==> config.mk <==
export PLATFORM = sky130hd
export DESIGN_NAME = mp_uart_rx
export DESIGN_NICKNAME = d
export VERILOG_FILES = /design/src/rtl/mp_uart_rx_pkg.sv /design/src/rtl/umr_sync.sv /design/src/rtl/umr_voter.sv /design/src/rtl/umr_framer.sv /design/src/rtl/umr_mp_filter.sv /design/src/rtl/umr_regs.sv /design/src/rtl/mp_uart_rx.sv
export SDC_FILE = /design/constraint.sdc
export NUM_CORES = 1
export LEC_CHECK = 0
export ABC_AREA = 1
export ABC_CLOCK_PERIOD_IN_PS = 1500
export BUFFER_PORTS_ARGS = -buffer_cell sky130_fd_sc_hd__buf_2
export CAP_MARGIN = 30
export CORE_MARGIN = 4
export CORE_UTILIZATION = 40
export CTS_CLUSTER_SIZE = 10
export DETAILED_ROUTE_END_ITERATION = 6
export PLACE_DENSITY_LB_ADDON = 0.1
export SLEW_MARGIN = 20
export SYNTH_ARGS = -nofsm -noshare
export SYNTH_HDL_FRONTEND = slang
export SYNTH_HIERARCHICAL = 1
export SYNTH_SLANG_ARGS = --single-unit
==> constraint.sdc <==
create_clock -name clk -period 1.5 [get_ports clk]
set_input_delay 0.3 -clock clk [delete_from_list [all_inputs] [get_ports clk]]
set_output_delay 0.3 -clock clk [all_outputs]
set_load 0.05 [all_outputs]
==> src/rtl/mp_uart_rx_pkg.sv <==
package mp_uart_rx_pkg;
  typedef enum logic [1:0] {FR_IDLE, FR_START, FR_DATA, FR_STOP} fr_state_e;

  localparam logic [1:0] REG_DATA = 2'd0;
  localparam logic [1:0] REG_STAT = 2'd1;
  localparam logic [1:0] REG_CTRL = 2'd2;
  localparam logic [1:0] REG_OWN  = 2'd3;

  localparam int ST_READY = 0;
  localparam int ST_FERR  = 1;
  localparam int ST_OVR   = 2;
  localparam int ST_NINTH = 3;
  localparam int ST_SEL   = 4;

  localparam int CT_EN    = 0;
  localparam int CT_NINE  = 1;
  localparam int CT_MP    = 2;
endpackage

==> src/rtl/umr_sync.sv <==
module umr_sync #(
  parameter int STAGES = 2
) (
  input  logic clk,
  input  logic rst_n,
  input  logic d_in,
  output logic d_out
);
  logic [STAGES-1:0] chain;

  generate
    for (genvar g = 0; g < STAGES; g++) begin : g_stage
      if (g == 0) begin : g_first
        always_ff @(posedge clk) begin
          if (!rst_n) chain[0] <= 1'b1;
          else        chain[0] <= d_in;
        end
      end else begin : g_next
        always_ff @(posedge clk) begin
          if (!rst_n) chain[g] <= 1'b1;
          else        chain[g] <= chain[g-1];
        end
      end
    end
  endgenerate

  assign d_out = chain[STAGES-1];
endmodule

==> src/rtl/umr_voter.sv <==
module umr_voter #(
  parameter int CW     = 4,
  parameter int SAMP_A = 8
) (
  input  logic          clk,
  input  logic          rst_n,
  input  logic          clr,
  input  logic          tick,
  input  logic [CW-1:0] cnt,
  input  logic          line,
  output logic          vote
);
  logic s0, s1;

  always_ff @(posedge clk) begin
    if (!rst_n || clr) begin
      s0 <= 1'b1;
      s1 <= 1'b1;
    end else if (tick) begin
      if (cnt == CW'(SAMP_A))     s0 <= line;
      if (cnt == CW'(SAMP_A + 1)) s1 <= line;
    end
  end

  // third sample is the live line value at the deciding tick
  assign vote = (s0 & s1) | (s0 & line) | (s1 & line);
endmodule

==> src/rtl/umr_framer.sv <==
module umr_framer
  import mp_uart_rx_pkg::*;
#(
  parameter int DATA_BITS = 8,
  parameter int OVS       = 16,
  parameter int SAMP_A    = 8
) (
  input  logic               clk,
  input  logic               rst_n,
  input  logic               en,
  input  logic               nine,
  input  logic               tick,
  input  logic               line,
  output logic               done,
  output logic [DATA_BITS:0] word,
  output logic               stop_lvl
);
  localparam int CW     = $clog2(OVS);
  localparam int BW     = $clog2(DATA_BITS + 2);
  localparam int SAMP_C = SAMP_A + 2;

  fr_state_e          state;
  logic [CW-1:0]      cnt;
  logic [BW-1:0]      idx;
  logic [DATA_BITS:0] shreg;
  logic               vote;
  logic [BW-1:0]      last_idx;
  logic               at_vote, at_end;

  umr_voter #(.CW(CW), .SAMP_A(SAMP_A)) voter_i (
    .clk  (clk),
    .rst_n(rst_n),
    .clr  (!en),
    .tick (tick),
    .cnt  (cnt),
    .line (line),
    .vote (vote)
  );

  assign last_idx = nine ? BW'(DATA_BITS) : BW'(DATA_BITS - 1);
  assign at_vote  = (cnt == CW'(SAMP_C));
  assign at_end   = (cnt == CW'(OVS - 1));

  always_ff @(posedge clk) begin
    if (!rst_n) begin
      state    <= FR_IDLE;
      cnt      <= '0;
      idx      <= '0;
      shreg    <= '0;
      done     <= 1'b0;
      word     <= '0;
      stop_lvl <= 1'b1;
    end else begin
      done <= 1'b0;
      if (!en) begin
        state <= FR_IDLE;
        cnt   <= '0;
      end else if (tick) begin
        case (state)
          FR_IDLE: begin
            if (!line) begin
              state <= FR_START;
              cnt   <= CW'(1);
            end
          end
          FR_START: begin
            if (at_vote && vote) begin
              state <= FR_IDLE;
              cnt   <= '0;
            end else if (at_end) begin
              state <= FR_DATA;
              cnt   <= '0;
              idx   <= '0;
              shreg <= '0;
            end else begin
              cnt <= cnt + CW'(1);
            end
          end
          FR_DATA: begin
            if (at_vote) shreg[idx] <= vote;
            if (at_end) begin
              cnt <= '0;
              if (idx == last_idx) state <= FR_STOP;
              else                 idx   <= idx + BW'(1);
            end else begin
              cnt <= cnt + CW'(1);
            end
          end
          FR_STOP: begin
            if (at_vote) begin
              done     <= 1'b1;
              word     <= shreg;
              stop_lvl <= vote;
              state    <= FR_IDLE;
              cnt      <= '0;
            end else begin
              cnt <= cnt + CW'(1);
            end
          end
          default: state <= FR_IDLE;
        endcase
      end
    end
  end
endmodule

==> src/rtl/umr_mp_filter.sv <==
module umr_mp_filter #(
  parameter int DATA_BITS = 8
) (
  input  logic                 clk,
  input  logic                 rst_n,
  input  logic                 done,
  input  logic [DATA_BITS:0]   word,
  input  logic                 stop_lvl,
  input  logic                 mp_en,
  input  logic                 nine,
  input  logic [DATA_BITS-1:0] own_addr,
  output logic                 is_addr,
  output logic                 deliver,
  output logic                 selected
);
  assign is_addr = nine ? word[DATA_BITS] : stop_lvl;
  assign deliver = done && (!mp_en || is_addr || selected);

  always_ff @(posedge clk) begin
    if (!rst_n) begin
      selected <= 1'b0;
    end else if (done && mp_en && is_addr) begin
      selected <= (word[DATA_BITS-1:0] == own_addr);
    end
  end
endmodule

==> src/rtl/umr_regs.sv <==
module umr_regs
  import mp_uart_rx_pkg::*;
#(
  parameter int DATA_BITS = 8
) (
  input  logic                 clk,
  input  logic                 rst_n,
  input  logic [1:0]           bus_addr,
  input  logic                 bus_rd,
  input  logic                 bus_wr,
  input  logic [DATA_BITS-1:0] bus_wdata,
  output logic [DATA_BITS-1:0] bus_rdata,
  output logic                 txw_valid,
  output logic [DATA_BITS-1:0] txw_data,
  input  logic                 deliver,
  input  logic [DATA_BITS:0]   word,
  input  logic                 stop_lvl,
  input  logic                 selected,
  output logic                 en,
  output logic                 nine,
  output logic                 mp_en,
  output logic [DATA_BITS-1:0] own_addr,
  output logic                 ready,
  output logic                 ovr_vis,
  output logic                 accept_rd,
  output logic [DATA_BITS-1:0] hold_data
);
  logic ferr, ninth, ovr_pend, slot_free;

  assign accept_rd = bus_rd && (bus_addr == REG_DATA) && ready;
  assign slot_free = !ready || accept_rd;

  always_ff @(posedge clk) begin
    if (!rst_n) begin
      en        <= 1'b0;
      nine      <= 1'b0;
      mp_en     <= 1'b0;
      own_addr  <= '0;
      ready     <= 1'b0;
      ovr_vis   <= 1'b0;
      ovr_pend  <= 1'b0;
      ferr      <= 1'b0;
      ninth     <= 1'b0;
      hold_data <= '0;
    end else begin
      if (bus_wr && bus_addr == REG_CTRL) begin
        en    <= bus_wdata[CT_EN];
        nine  <= bus_wdata[CT_NINE];
        mp_en <= bus_wdata[CT_MP];
      end
      if (bus_wr && bus_addr == REG_OWN) own_addr <= bus_wdata;

      if (accept_rd) ovr_vis <= ovr_pend;

      if (deliver && !slot_free) ovr_pend <= 1'b1;
      else if (accept_rd)        ovr_pend <= 1'b0;

      if (deliver)        ready <= 1'b1;
      else if (accept_rd) ready <= 1'b0;

      if (deliver && slot_free) begin
        hold_data <= word[DATA_BITS-1:0];
        ferr      <= !stop_lvl;
        ninth     <= nine & word[DATA_BITS];
      end
    end
  end

  always_comb begin
    bus_rdata = '0;
    case (bus_addr)
      REG_DATA: bus_rdata = hold_data;
      REG_STAT: begin
        bus_rdata[ST_READY] = ready;
        bus_rdata[ST_FERR]  = ferr;
        bus_rdata[ST_OVR]   = ovr_vis;
        bus_rdata[ST_NINTH] = ninth;
        bus_rdata[ST_SEL]   = selected;
      end
      REG_CTRL: begin
        bus_rdata[CT_EN]   = en;
        bus_rdata[CT_NINE] = nine;
        bus_rdata[CT_MP]   = mp_en;
      end
      default: bus_rdata = own_addr;
    endcase
  end

  assign txw_valid = bus_wr && (bus_addr == REG_DATA);
  assign txw_data  = bus_wdata;
endmodule

==> src/rtl/mp_uart_rx.sv <==
module mp_uart_rx #(
  parameter int DATA_BITS   = 8,
  parameter int OVS         = 16,
  parameter int SAMP_A      = 8,
  parameter int SYNC_STAGES = 2
) (
  input  logic                 clk,
  input  logic                 rst_n,
  input  logic                 rx_line,
  input  logic                 os_tick,
  input  logic [1:0]           bus_addr,
  input  logic                 bus_rd,
  input  logic                 bus_wr,
  input  logic [DATA_BITS-1:0] bus_wdata,
  output logic [DATA_BITS-1:0] bus_rdata,
  output logic                 txw_valid,
  output logic [DATA_BITS-1:0] txw_data
);
  logic                 line_s;
  logic                 frame_done, stop_lvl, is_addr, deliver, selected;
  logic [DATA_BITS:0]   word;
  logic                 en, nine, mp_en, ready, ovr_vis, accept_rd;
  logic [DATA_BITS-1:0] own_addr, hold_data;

  umr_sync #(.STAGES(SYNC_STAGES)) sync_i (
    .clk(clk), .rst_n(rst_n), .d_in(rx_line), .d_out(line_s)
  );

  umr_framer #(.DATA_BITS(DATA_BITS), .OVS(OVS), .SAMP_A(SAMP_A)) framer_i (
    .clk(clk), .rst_n(rst_n), .en(en), .nine(nine), .tick(os_tick),
    .line(line_s), .done(frame_done), .word(word), .stop_lvl(stop_lvl)
  );

  umr_mp_filter #(.DATA_BITS(DATA_BITS)) filter_i (
    .clk(clk), .rst_n(rst_n), .done(frame_done), .word(word),
    .stop_lvl(stop_lvl), .mp_en(mp_en), .nine(nine), .own_addr(own_addr),
    .is_addr(is_addr), .deliver(deliver), .selected(selected)
  );

  umr_regs #(.DATA_BITS(DATA_BITS)) regs_i (
    .clk(clk), .rst_n(rst_n), .bus_addr(bus_addr), .bus_rd(bus_rd),
    .bus_wr(bus_wr), .bus_wdata(bus_wdata), .bus_rdata(bus_rdata),
    .txw_valid(txw_valid), .txw_data(txw_data), .deliver(deliver),
    .word(word), .stop_lvl(stop_lvl), .selected(selected), .en(en),
    .nine(nine), .mp_en(mp_en), .own_addr(own_addr), .ready(ready),
    .ovr_vis(ovr_vis), .accept_rd(accept_rd), .hold_data(hold_data)
  );
endmodule

* Word level (Yosys, flattened, before mapping)
Cells that the tools add are included.
** Operators by class
- Order comparisons :: 2
- Reduce and logical (&&, ||, !) cells :: 37
- $add $sub $neg :: 2
- Equal/unequal tests :: 21
- Bitwise logic cells :: 6
- Multiplexer cells :: 33
** Operators by type and width (number)
- 2-to-1 mux 4 bit :: 9
- 2-to-1 mux 9 bit :: 3
- case mux 9 bit (2 select lines) :: 1
- == test 4 bit (second input constant) :: 4
- case mux 4 bit (4 select lines) :: 1
- logical AND 1 bit :: 12
- 2-to-1 mux 2 bit :: 6
- AND reduction 6 bit :: 2
- != test 2 x 1 -> 1 bit (second input constant) :: 5
- bitwise mux 9 bit :: 1
- case mux 3 bit (3 select lines) :: 1
- adder 4 x 1 -> 4 bit (second input constant) :: 2
- == test 2 bit (second input constant) :: 4
- == test 8 bit :: 1
- case mux 2 bit (4 select lines) :: 1
- case mux 4 bit (2 select lines) :: 1
- AND reduction 2 bit :: 4
- AND reduction 4 bit :: 2
- AND reduction 7 bit :: 1
- logical NOT 1 bit :: 6
- 2-to-1 mux 1 bit :: 6
- != test 2 bit (second input constant) :: 3
- case mux 2 bit (3 select lines) :: 1
- case mux 3 bit (2 select lines) :: 1
- 12 further kinds :: 23
** Storage, ports and cells
- Output and inout bits :: 17
- Bits of input ports :: 16
- Register bits after elaboration :: 59
- Logic and storage cells :: 123

* Longest topological paths before layout
Gate-level depths: netlist (run 1).
- Depth in word-level cells :: 7
- Depth in mapped cells :: 11
- Depth with buffers taken out :: 11

* Cells and area by module
The synthesis (run 1) kept the hierarchy.
** By module, submodules not included
- umr_framer :: cells an instance 222, times used 1, seq. area each 600.6 µm², area each 1542.7 µm²
- umr_regs :: cells an instance 161, times used 1, seq. area each 480.5 µm², area each 1173.6 µm²
- umr_mp_filter :: cells an instance 44, times used 1, seq. area each 20.0 µm², area each 215.2 µm²
- umr_voter :: cells an instance 19, times used 1, seq. area each 40.0 µm², area each 122.6 µm²
- umr_sync :: cells an instance 6, times used 1, seq. area each 40.0 µm², area each 55.1 µm²

* Worst setup path before layout (run 1)
OpenSTA, ideal clock, no wires.
- Path kind :: register -> output
- Start point :: register regs_i.own_addr[5]
- End point :: output port bus_rdata[5]
- Required time :: 1.200 ns
- Setup slack :: -0.272 ns
- Data arrival time :: 1.472 ns
- Stages on the path, launching flop included :: 3
- Cell sequence :: dfxtp_1 > inv_1 > o21ai_0
** Between the ends
- Cells in the longest elaborated chain, start to end :: 1
** RTL lines
- from (decl) :: RTL line umr_regs.sv:22 : output logic [DATA_BITS-1:0] own_addr,
- from (signal assigned) :: RTL line umr_regs.sv:51 : if (bus_wr && bus_addr == REG_OWN) own_addr <= bus_wdata;
- case mux 3 bit (2 select lines) :: RTL line umr_regs.sv:71 : case (bus_addr)
- to (decl) :: RTL line mp_uart_rx.sv:15 : output logic [DATA_BITS-1:0] bus_rdata,
Every way passes these cells.

* Worst setup path after layout (run 1)
- Start point :: register framer_i.cnt[0]
- End point :: register framer_i.shreg[3]
** Between the ends
- Cells in the longest elaborated chain, start to end :: 4
** RTL lines
- from (decl) :: RTL line umr_framer.sv:23 : logic [CW-1:0] cnt;
- from (signal assigned) :: RTL line umr_framer.sv:76 : cnt <= cnt + CW'(1);
- from (signal assigned) :: RTL line umr_framer.sv:86 : cnt <= cnt + CW'(1);
- from (signal assigned) :: RTL line umr_framer.sv:97 : cnt <= cnt + CW'(1);
- == test 4 bit :: RTL line umr_framer.sv:41 : assign at_vote = (cnt == CW'(SAMP_C));
- logical AND 1 bit :: RTL line umr_framer.sv:67 : if (at_vote && vote) begin
- != test 2 bit (no line)
- AND reduction 6 bit (no line) *
- to (signal, indexed assignment) :: RTL line umr_framer.sv:80 : if (at_vote) shreg[idx] <= vote;
- to (decl) :: RTL line umr_framer.sv:25 : logic [DATA_BITS:0] shreg;
Every way passes the cells marked *; elsewhere a longest branch is shown, timed or not.
A chain may end at the register's enable or synchronous reset.

==> metrics.md, run 1 <==
| Metric | Value |
|---|---|
| Clock-pin slew on the worst setup and hold paths | 70 ps |
| Sequential element share of the synthesized area | 38.0% |
| Clk buf depth | 2 |
| Final period utilization | 96.9% |
| Met1 Use GR | 23.9% |
| Max Fclk | 688 MHz |
| Gr usage total | 17.2% |
| Reg-to-reg endpoint | framer_i/shreg[3] |
| Dpl hpwl | 5350 um |
| Dpl cell area | 0.00347 mm^2 |
| Met2 usage in global routing | 26.5% |
| Initial antenna violation count | 0 |
| Root Driver | clkbuf_8 |
| Final setup viols | 0 |
| Slew @ Worst Pin | 293 ps |
| CP arrival | 1660 ps |
| Leakage | 1.66 nW |
| Global-route wire length before repair | 12600 um |
| Met3 GRT Util | 3.05% |
| Hold Vio Cnt, Final | 0 |
| Register area | 0.00120 mm^2 |
| Fin util | 53.1% |
| Clk_lat worst skew | 320 ps |
| Distinct cells, synth | 35 |
| R2R Setup Slk | 50 ps |
| Syn nets | 474 |
| Normalized max-slew margin | 80.4% |
| Largest net degree at the start of global routing | 21 |
| Ys flop type | dfxtp_1 |
| Crit Path Class | flip-flop to flip-flop |
| Worst setup SP type | flip-flop |
| TritonCTS clock tree | built |
| Slew Limit Fails | 0 |
| Final Skew | 9.23 ps |
| Buffers on Ports | 32 |
| Total grt overflow | 0 |
| Power density cells | 894 mW/mm^2 |
| Layout cell share with drive strength beyond 1 | 26.3% |
| RSZ-0062 raised after global routing | true |
| Drt wl/cell | 12.7 um |
| CP endpoint | framer_i/shreg[3] |
| Row count | 31 |
| IR drop worst, VDD | 0.000392 V |
| Core area | 0.00741 mm^2 |
| Req. time, crit path | 1710 ps |
| Die width | 96.2 um |
| Die area | 0.00925 mm^2 |
| Vias post-DR | 3019 |
| GP Congestion | 0.856 |
| Hold slack | 153 ps |
| Setup crit end kind | flip-flop |
| Htree depth | 3 |
| Ys Warns | 6 |
| Number of fill cells | 724 |
| FFs w/ async S/R, synth | 0% |
| Post-route ant nets | 0 |
| Syn Area/Cell | 6.88 um^2 |
| Final min period | 1450 ps |
| Crit path from | framer_i/cnt[0] |
| Worst R2R Start | framer_i/cnt[0] |
| Fin nets | 530 |
| CTS sink cnt | 59 |
| MaxCap Viol Count | 0 |
| Synth Cell Area | 0.00311 mm^2 |
| Final WL | 7790 um |
| Starting Density | 42.0% |
| Final WS setup | 46.2 ps |
| Vias in the first global route | 2751 |
| TritonRoute pass-1 iters | 4 |
| Reg2reg path depth | 7 |
| Design area | 0.00394 mm^2 |
| Cells after Synth | 452 |
| DRC | 0 |
| HP Class | input pin to flip-flop |
| Io pins | 33 |
| ANT cells | 0 |
| Starting DRT DRC Count | 113 |
| Die Y | 96.2 um |
| Max FO, Critical Path | 5 |
| Vias per inst | 4.93 |
| Outcome | complete, no violations |
| Num CTS Buffers | 9 |
| P&R area growth vs syn | 26.6% |
| Top Usage Layer GRT | met2 |
| Post-place setup slack | -5.15 ps |
| Multi-input logic area | 0.00172 mm^2 |
| Flops & latches, synth | 59 |
| Number of synthesized flops with an enable pin | 0 |
-- critical path, cell delays in order, from the launching register on --
cell	delay, ps
dfxtp_4	380
ha_4	160
nand3_4	100
a21oi_4	260
o21a_4	180
o21ai_0	90
nand2_1	90
a21oi_1	60
-- power by group --
group          total, mW  internal [mW]  switching, mW
sequential          1.59           1.58         0.0125
clock               1.65           1.02          0.624
combinational      0.279         0.0905          0.189
total               3.52           2.69          0.825
-- per-stage QoR --
| stage | power (mW) | setup TNS [ps] | std cells |
|---|---|---|---|
| 2_1_floorplan | 1.81 | -815 | 452 |
| 3_3_place_gp | 1.88 | 0 | 586 |
| 3_5_place_dp | 1.88 | -5.44 | 586 |
| 4_1_cts | 3.54 | 0 | 603 |
| 5_1_grt | 3.65 | -60.3 | 612 |
| 6_report | 3.52 | 0 | 612 |
-- registers in the layout (all words and copies together) (netlist names), 4 cells and up, named ones only --
| name | count |
|---|---|
| framer_i/shreg | 9 |
| framer_i/idx | 4 |
| framer_i/word | 9 |
| framer_i/cnt | 4 |
| regs_i/own_addr | 8 |
| regs_i/hold_data | 8 |
-- logic make-up after synthesis --
family	synth area share [%]
AOI/OAI and AO/OA	16.1
xor gates and xnor gates	1.13
adders and majority gates	2.74
buffers and inverters	11.6
DFF	38.0
and+or+nand+nor	30.5
-- synth_stat cells (3+ instances only) --
cell type	number	area, um^2
nand2_1	93	349
dfxtp_1	59	1180
nor2_1	58	218
inv_1	55	206
a21oi_1	47	235
o21ai_0	30	150
nand3_1	27	135
buf_4	9	67.6
nand2_2	8	50.1
nand3b_1	8	60.1
nand4_1	7	43.8
ha_1	6	75.1
clkbuf_1	4	15.0
inv_2	4	15.0
xnor2_1	4	35.0
buf_6	3	33.8
nor2_4	3	33.8
nor3_1	3	15.0
o2111ai_1	3	26.3
-- how the worst min path moves through the flow --
stage / start / end / slack (ps) / depth (start not counted)
6_report: rx_line / sync_i/chain[0] / 150 / 3
4_1_cts: rx_line / sync_i/chain[0] / 140 / 3
5_1_grt: rx_line / sync_i/chain[0] / 150 / 3
3_5_place_dp: sync_i/chain[0] / sync_i/d_out / 390 / 2
2_1_floorplan: rst_n / sync_i/chain[0] / 370 / 1
3_3_place_gp: sync_i/chain[0] / sync_i/d_out / 390 / 2
-- metal layers --
layer	up-vias	share of wire (%)
met5	-	0
met4	0	0.95
met3	8	6.3
met2	85	45
met1	1360	48
li1	1566	-
-- layout by cell type (no fill, tap or decap), types with 2 or more instances in the layout --
master,instances
nand4_1,7
clkbuf_8,11
inv_2,7
o21ai_2,3
buf_6,5
o211ai_1,2
nand3b_1,8
ha_1,4
clkinv_2,2
nand2_1,92
a21oi_1,43
dfxtp_4,3
nand2_2,8
buf_2,23
nand3_4,2
o2111ai_2,3
dfxtp_1,49
bufinv_16,2
o21a_4,2
a21oi_2,4
nand3_1,24
nor2_1,56
nor2_2,3
dfxtp_2,7
nor3b_2,2
o21ai_0,25
nand3_2,2
inv_1,52
xnor2_1,4
buf_4,33
nor3_1,2
o21ai_1,6
ha_4,2
nor2_4,4
-- layout make-up --
type                       count  area share [%]
timing repair buffer          62            11.2
multi-input combinational    316            43.7
tap                           99            3.15
clock inverter                 4            1.84
clock buffer                  12            3.94
sequential                    59            30.5
inverter                      60            5.75
-- repair_timing --
action | CTS | global route
endpoints found under the hold margin | 0 | 0
hold buffers | 0 | 0
gates resized for setup | 14 | 43
cloned | 1 | 2
pin swaps | 2 | 12
setup endpoints to repair | 8 | 36
buffers inserted | 0 | 7
Power figures use the tool's default switching activity.
==> run 2, diff against run 1 <==
Settings changed: CORE_MARGIN 4 to unset.
==> run 2 against run 1 <==
  * The run now ends with negative setup slack left
  * First-iteration DRC count decreased by 5.3%
  * Sequential share of layout area increased by 0.33 points
  * Sequential cell count unchanged
  * Non-clock buffer count decreased by 5
  * Design area decreased by 1.1%
  * Setup slack got worse by 48 ps
  * Die area decreased by 12%
  * Via count decreased by 0.56%
  * Clock power about the same
  * Largest power group unchanged
  * Highest routed layer unchanged
==> metrics.md, run 2 (same netlist as run 1, synthesis figures left out) <==
| Metric | Value |
|---|---|
| Outcome | complete, but fails checks |
| Failing checks | negative setup slack |
| DRC | 0 (unchanged) |
| Initial antenna violation count | 0 (unchanged) |
| Power density cells | 906 mW/mm^2 (+1.4%) |
| Gr usage total | 18.6% (+1.4 points) |
| Total Power | 3.53 mW (+0.29%) |
| Total grt overflow | 0 (unchanged) |
| Met3 WL | 263 um (-47%) |
| Crit path cell chain | ha_4 -> nand3_4 -> a21oi_4 -> o21a_2 -> o21ai_0 -> nand2_1 -> a21oi_1 |
| Setup crit end kind | flip-flop |
| R2R Setup Slk | -2 ps (-50 ps) |
| Crit Path Class | flip-flop to flip-flop |
| Final min period | 1500 ps (+48.0 ps) |
| Worst setup SP type | flip-flop |
| RSZ-0062 raised after global routing | true |
| DRT met1 WL | 3630 um (-2.3%) |
| Die width | 90.2 um (-6.2%) |
| Highest routing layer actually used | met4 |
| Vias per inst | 4.95 (+0.26%) |
| Final period utilization | 100% (+3.2 points) |
| Commonest non-fill, non-tap cell in the layout | nand2_1 |
| Root Driver | clkbuf_8 |
| Final WS setup | -1.81 ps (-48.0 ps) |
| CP arrival | 1730 ps (+70 ps) |
| Clk buf depth | 2 (unchanged) |
| Htree depth | 3 (unchanged) |
| Vias in the first global route | 2733 (-0.65%) |
| Clk_lat worst skew | 340 ps (+20 ps) |
| # hold bufs at CTS | 0 (unchanged) |
| Row count | 31 (unchanged) |
| Largest registers | framer_i/shreg (9), framer_i/word (9) |
| CTS sink cnt | 59 (unchanged) |
| Io pins | 33 (unchanged) |
| Slowest cell on the critical path | dfxtp_4 |
| Fin nets | 525 (-0.94%) |
| Max FO, Critical Path | 6 (+1) |
| Buffers on Ports | 32 (unchanged) |
| Req. time, crit path | 1720 ps (about the same) |
| Top delay family on crit path | compound AO/OA/AOI/OAI gates |
| Reg-to-reg endpoint | framer_i/shreg[0] |
| Post-route ant nets | 0 (unchanged) |
| Die Y | 90.2 um (-6.2%) |
| P&R area growth vs syn | 25.3% |
| Starting Density | 42.2% (+0.22 points) |
| Max Fclk | 666 MHz (-3.2%) |
| CP max stage delay | 380 ps (about the same) |
| Drt wl/cell | 12.2 um (-4.1%) |
| GP Congestion | 0.784 (-8.5%) |
| CP bufs+invs | 0 (unchanged) |
| Worst R2R Start | framer_i/cnt[1] |
| Hold slack | 136 ps (-16.8 ps) |
| Leakage | 1.63 nW (-1.9%) |
| Layout cell share with drive strength beyond 1 | 25.2% (-1.1 points) |
| MaxCap Viol Count | 0 (unchanged) |
| Final WL | 7410 um (-4.9%) |
| Slew @ Worst Pin | 372 ps (+78.6 ps) |
| Largest net degree at the start of global routing | 28 (+33%) |
| Hold depth | 3 (unchanged) |
| Reg2reg path depth | 7 (unchanged) |
| TritonCTS clock tree | built |
| Final Skew | 10.6 ps (+1.39 ps) |
| HP Class | input pin to flip-flop |
| Die area | 0.00813 mm^2 (-12%) |
| Clock-pin slew on the worst setup and hold paths | 70 ps (about the same) |
| Global-route wire length before repair | 12200 um (-3.2%) |
| Starting DRT DRC Count | 107 (-5.3%) |
| DR WL met2 | 3380 um (-3.5%) |
| Slew Limit Fails | 0 (unchanged) |
| TritonRoute pass-1 iters | 4 (unchanged) |
| Most frequent cells in the layout | nand2_1, nor2_1, inv_1, dfxtp_1, a21oi_1 |
| Normalized max-slew margin | 75.2% (-5.2 points) |
| Num CTS Buffers | 9 (unchanged) |
| Vias post-DR | 3002 (-0.56%) |
| Dpl hpwl | 5180 um (-3.2%) |
| Hold endpoint | sync_i/chain[0] |
| Final setup viols | 1 (+1) |
| Hold Startpoint | rx_line |
| IR drop worst, VDD | 0.000408 V (+4.1%) |
| ANT cells | 0 (unchanged) |
| Hold Vio Cnt, Final | 0 (unchanged) |
| Core area | 0.00737 mm^2 (-0.52%) |
## run 2: area by class of cell
cell class                 instances  area [um^2]
fill                             755         3470
sequential                        59         1200
clock buffer                      12          155
timing repair buffer              57          410
inverter                          60          226
clock inverter                     4         72.6
multi-input combinational        316         1710
tap                               99          124
## run 2: worst max-delay path by stage
stage	from	to	slack, ps	cells after the start
floorplan	regs_i/own_addr[5]	bus_rdata[5]	-270	2
global placement	bus_addr[1]	bus_rdata[0]	5	5
detailed placement	bus_addr[1]	bus_rdata[1]	-20	5
CTS	framer_i/cnt[0]	framer_i/stop_lvl	2	7
global route	framer_i/cnt[0]	framer_i/shreg[0]	-80	8
finish	framer_i/cnt[1]	framer_i/shreg[0]	-2	7
## run 2: what timing repair did
item | in CTS | in global routing
pin swaps | 4 | 8
gates resized for setup | 13 | 40
buffers inserted | 0 | 2
endpoints found under the setup margin | 9 | 38
endpoints found under the hold margin | 0 | 0
cloned | 0 | 3
## run 2: power breakdown
| part | switching, mW | leakage, nW | internal (mW) |
|---|---|---|---|
| Clock | 0.650 | 0.113 | 1.02 |
| Sequential | 0.0140 | 0.482 | 1.58 |
| Combinational | 0.179 | 1.03 | 0.0823 |
## run 2: routing by layer
metal	GRT usage (%)	vias to the layer above
met4	8.06	0
li1	-	1555
met2	30.4	62
met5	0	-
met1	24.0	1375
met3	3.30	10
## run 2: per-stage QoR
step	worst slack [ps]	area (um^2)	util, %	setup TNS, ps	cells
6_report	-1.81	3890	52.9	-1.81	607
3_5_place_dp	-17.9	3490	47.3	-18.7	586
4_1_cts	1.99	3750	50.8	0	602
2_1_floorplan	-272	3140	-	-815	452
5_1_grt	-76.4	3890	52.9	-478	607
3_3_place_gp	4.81	3490	47.3	0	586
## run 2: worst min-delay path, stage by stage
cell	delay [ps]
buf_2	80
inv_1	30
nand2_1	40
==> run 3, diff against run 2 <==
Settings changed: SKIP_LAST_GASP set to 1.
==> run 3 against run 2 <==
  * The run now ends clean
  * Via count shrank 0.60%
  * Critical endpoint is now bus_rdata[1]
  * Sequential power barely moved
  * Setup slack improved by 70 ps
  * Hold slack better by 1.8 ps
  * Largest power group unchanged
==> metrics.md, run 3 (same netlist as run 1, synthesis figures left out) <==
| Metric | Value |
|---|---|
| Htree depth | 3 (unchanged) |
| Largest net degree at the start of global routing | 28 (unchanged) |
| Fin nets | 523 (-0.38%) |
| Die Y | 90.2 um (unchanged) |
| DRC | 0 (unchanged) |
| Vias per inst | 4.93 (-0.27%) |
| Reg2reg path depth | 7 (unchanged) |
| TritonRoute pass-1 iters | 4 (unchanged) |
| Slew @ Worst Pin | 373 ps (+0.826 ps) |
| Vias post-DR | 2984 (-0.60%) |
| Most frequent cells in the layout | nand2_1, nor2_1, inv_1, dfxtp_1, a21oi_1 |
| Core area | 0.00737 mm^2 (unchanged) |
| Crit Path Class | flip-flop to output port |
| Post-route ant nets | 0 (unchanged) |
| RSZ-0062 raised after global routing | true |
| GP Congestion | 0.784 (unchanged) |
| Total grt overflow | 0 (unchanged) |
| CP arrival | 1130 ps (-600 ps) |
| Final WL | 7290 um (-1.7%) |
| R2R Setup Slk | 80 ps (+80 ps) |
| Root Driver | clkbuf_8 |
| Largest registers | framer_i/shreg (9), framer_i/word (9) |
| Reg-to-reg endpoint | framer_i/shreg[4] |
| Hold endpoint | sync_i/chain[0] |
| Outcome | complete, no violations |
| Hold Startpoint | rx_line |
| Buffers on Ports | 32 (unchanged) |
| Final Skew | 11.8 ps (+1.19 ps) |
| Hold Vio Cnt, Final | 0 (unchanged) |
| Design area | 0.00386 mm^2 (-1.0%) |
| Global-route wire length before repair | 12200 um (unchanged) |
| ANT cells | 0 (unchanged) |
| Starting DRT DRC Count | 106 (-0.93%) |
| Clock-pin slew on the worst setup and hold paths | 70 ps (about the same) |
| Drt wl/cell | 12.0 um (-1.3%) |
| Clk buf depth | 2 (unchanged) |
| Fin util | 52.3% (-0.53 points) |
| Setup TNS | 0 ps (+1.81 ps) |
| Final period utilization | 95.4% (-4.7 points) |
| Commonest non-fill, non-tap cell in the layout | nand2_1 |
| CP bufs+invs | 2 (+2) |
| Num CTS Buffers | 9 (unchanged) |
| Dpl hpwl | 5180 um (unchanged) |
| Final min period | 1430 ps (-70.1 ps) |
| Setup crit end kind | output port |
| Final setup viols | 0 (-1) |
| Power density cells | 914 mW/mm^2 (+0.91%) |
| Max FO, Critical Path | 4 (-2) |
| Slew Limit Fails | 0 (unchanged) |
| Row count | 31 (unchanged) |
| Leakage | 1.62 nW (-0.53%) |
| Max Fclk | 698 MHz (+4.9%) |
| Crit path cell chain | inv_1 -> o2111ai_2 -> buf_6 |
| IR drop worst, VDD | 0.000407 V (-0.28%) |
| P&R area growth vs syn | 24.0% |
| Starting Density | 42.2% (unchanged) |
| Gr usage total | 18.6% (unchanged) |
| CP max stage delay | 360 ps (-20 ps) |
| Normalized max-slew margin | 75.1% (about the same) |
| Top delay family on crit path | flip-flops |
| Die area | 0.00813 mm^2 (unchanged) |
| Worst setup SP type | flip-flop |
| CTS sink cnt | 59 (unchanged) |
| MaxCap Viol Count | 0 (unchanged) |
| Dpl cell area | 0.00349 mm^2 (unchanged) |
| Die width | 90.2 um (unchanged) |
| Hold depth | 3 (unchanged) |
| Worst R2R Start | framer_i/cnt[1] |
| Layout cell share with drive strength beyond 1 | 24.1% (-1.1 points) |
| Initial antenna violation count | 0 (unchanged) |
| Req. time, crit path | 1200 ps (-520 ps) |
| Slowest cell on the critical path | dfxtp_4 |
| Io pins | 33 (unchanged) |
| Vias in the first global route | 2734 (+0.037%) |
| HP Class | input pin to flip-flop |
| TritonCTS clock tree | built |
| Clk_lat worst skew | 340 ps (about the same) |
==> run 3: cell count changes in the layout (fill, tap and decap cells not counted), sizes merged <==
| cell | previous run | this run |
|---|---|---|
| o21a | 4 | 2 |
==> run 3: tightest hold or removal path, stage by stage <==
cell and delay, ps:
buf_2 80, inv_1 30, nand2_1 40
==> run 3: area by class of cell <==
cell class	count	area, um^2
Inverter	60	226
Sequential cell	59	1200
Timing Repair Buffer	57	410
Tap cell	99	124
Clock inverter	4	72.6
Fill cell	761	3510
Clock buffer	12	155
Multi-Input combinational cell	314	1670
==> run 3: power breakdown <==
| group | leakage, nW | internal [mW] | switching [mW] |
|---|---|---|---|
| sequential | 0.482 | 1.58 | 0.0141 |
| clock | 0.113 | 1.02 | 0.645 |
| combinational | 1.02 | 0.0826 | 0.179 |
| total | 1.62 | 2.69 | 0.838 |
==> run 3: per-stage QoR <==
stage          worst slack [ps]  instances  hold slack [ps]  power [mW]
6_report                   68.3        605              138        3.53
5_1_grt                   -39.9        605              150        3.66
4_1_cts                   -18.1        602              136        3.55
3_5_place_dp              -17.9        586              395        1.88
3_3_place_gp               4.81        586              387        1.88
2_1_floorplan              -272        452              369        1.81
==> run 3: timing repair <==
item / CTS / global route
setup endpoints to repair: 9 / 38
hold endpoints to repair: 0 / 0
buffers inserted: 0 / 2
gates cloned: 0 / 1
pin swaps: 2 / 9
hold buffers: 0 / 0
gates resized for setup: 13 / 31
==> run 3: routing by layer <==
metal,vias to the layer above,wire length (um),track usage [%]
met3,7,264,3.30
met4,0,106,8.06
li1,1548,-,-
met5,-,0,0
met1,1369,3590,24.0
met2,60,3320,30.4
==> run 3: worst max-delay path by stage <==
stage	start	end	slack, ps	cells after the start
CTS	regs_i/nine	bus_rdata[1]	-20	3
global route	framer_i/cnt[0]	framer_i/state[0]	-40	10
detailed placement	bus_addr[1]	bus_rdata[1]	-20	5
finish	regs_i/nine	bus_rdata[1]	70	3
floorplan	regs_i/own_addr[5]	bus_rdata[5]	-270	2
global placement	bus_addr[1]	bus_rdata[0]	5	5
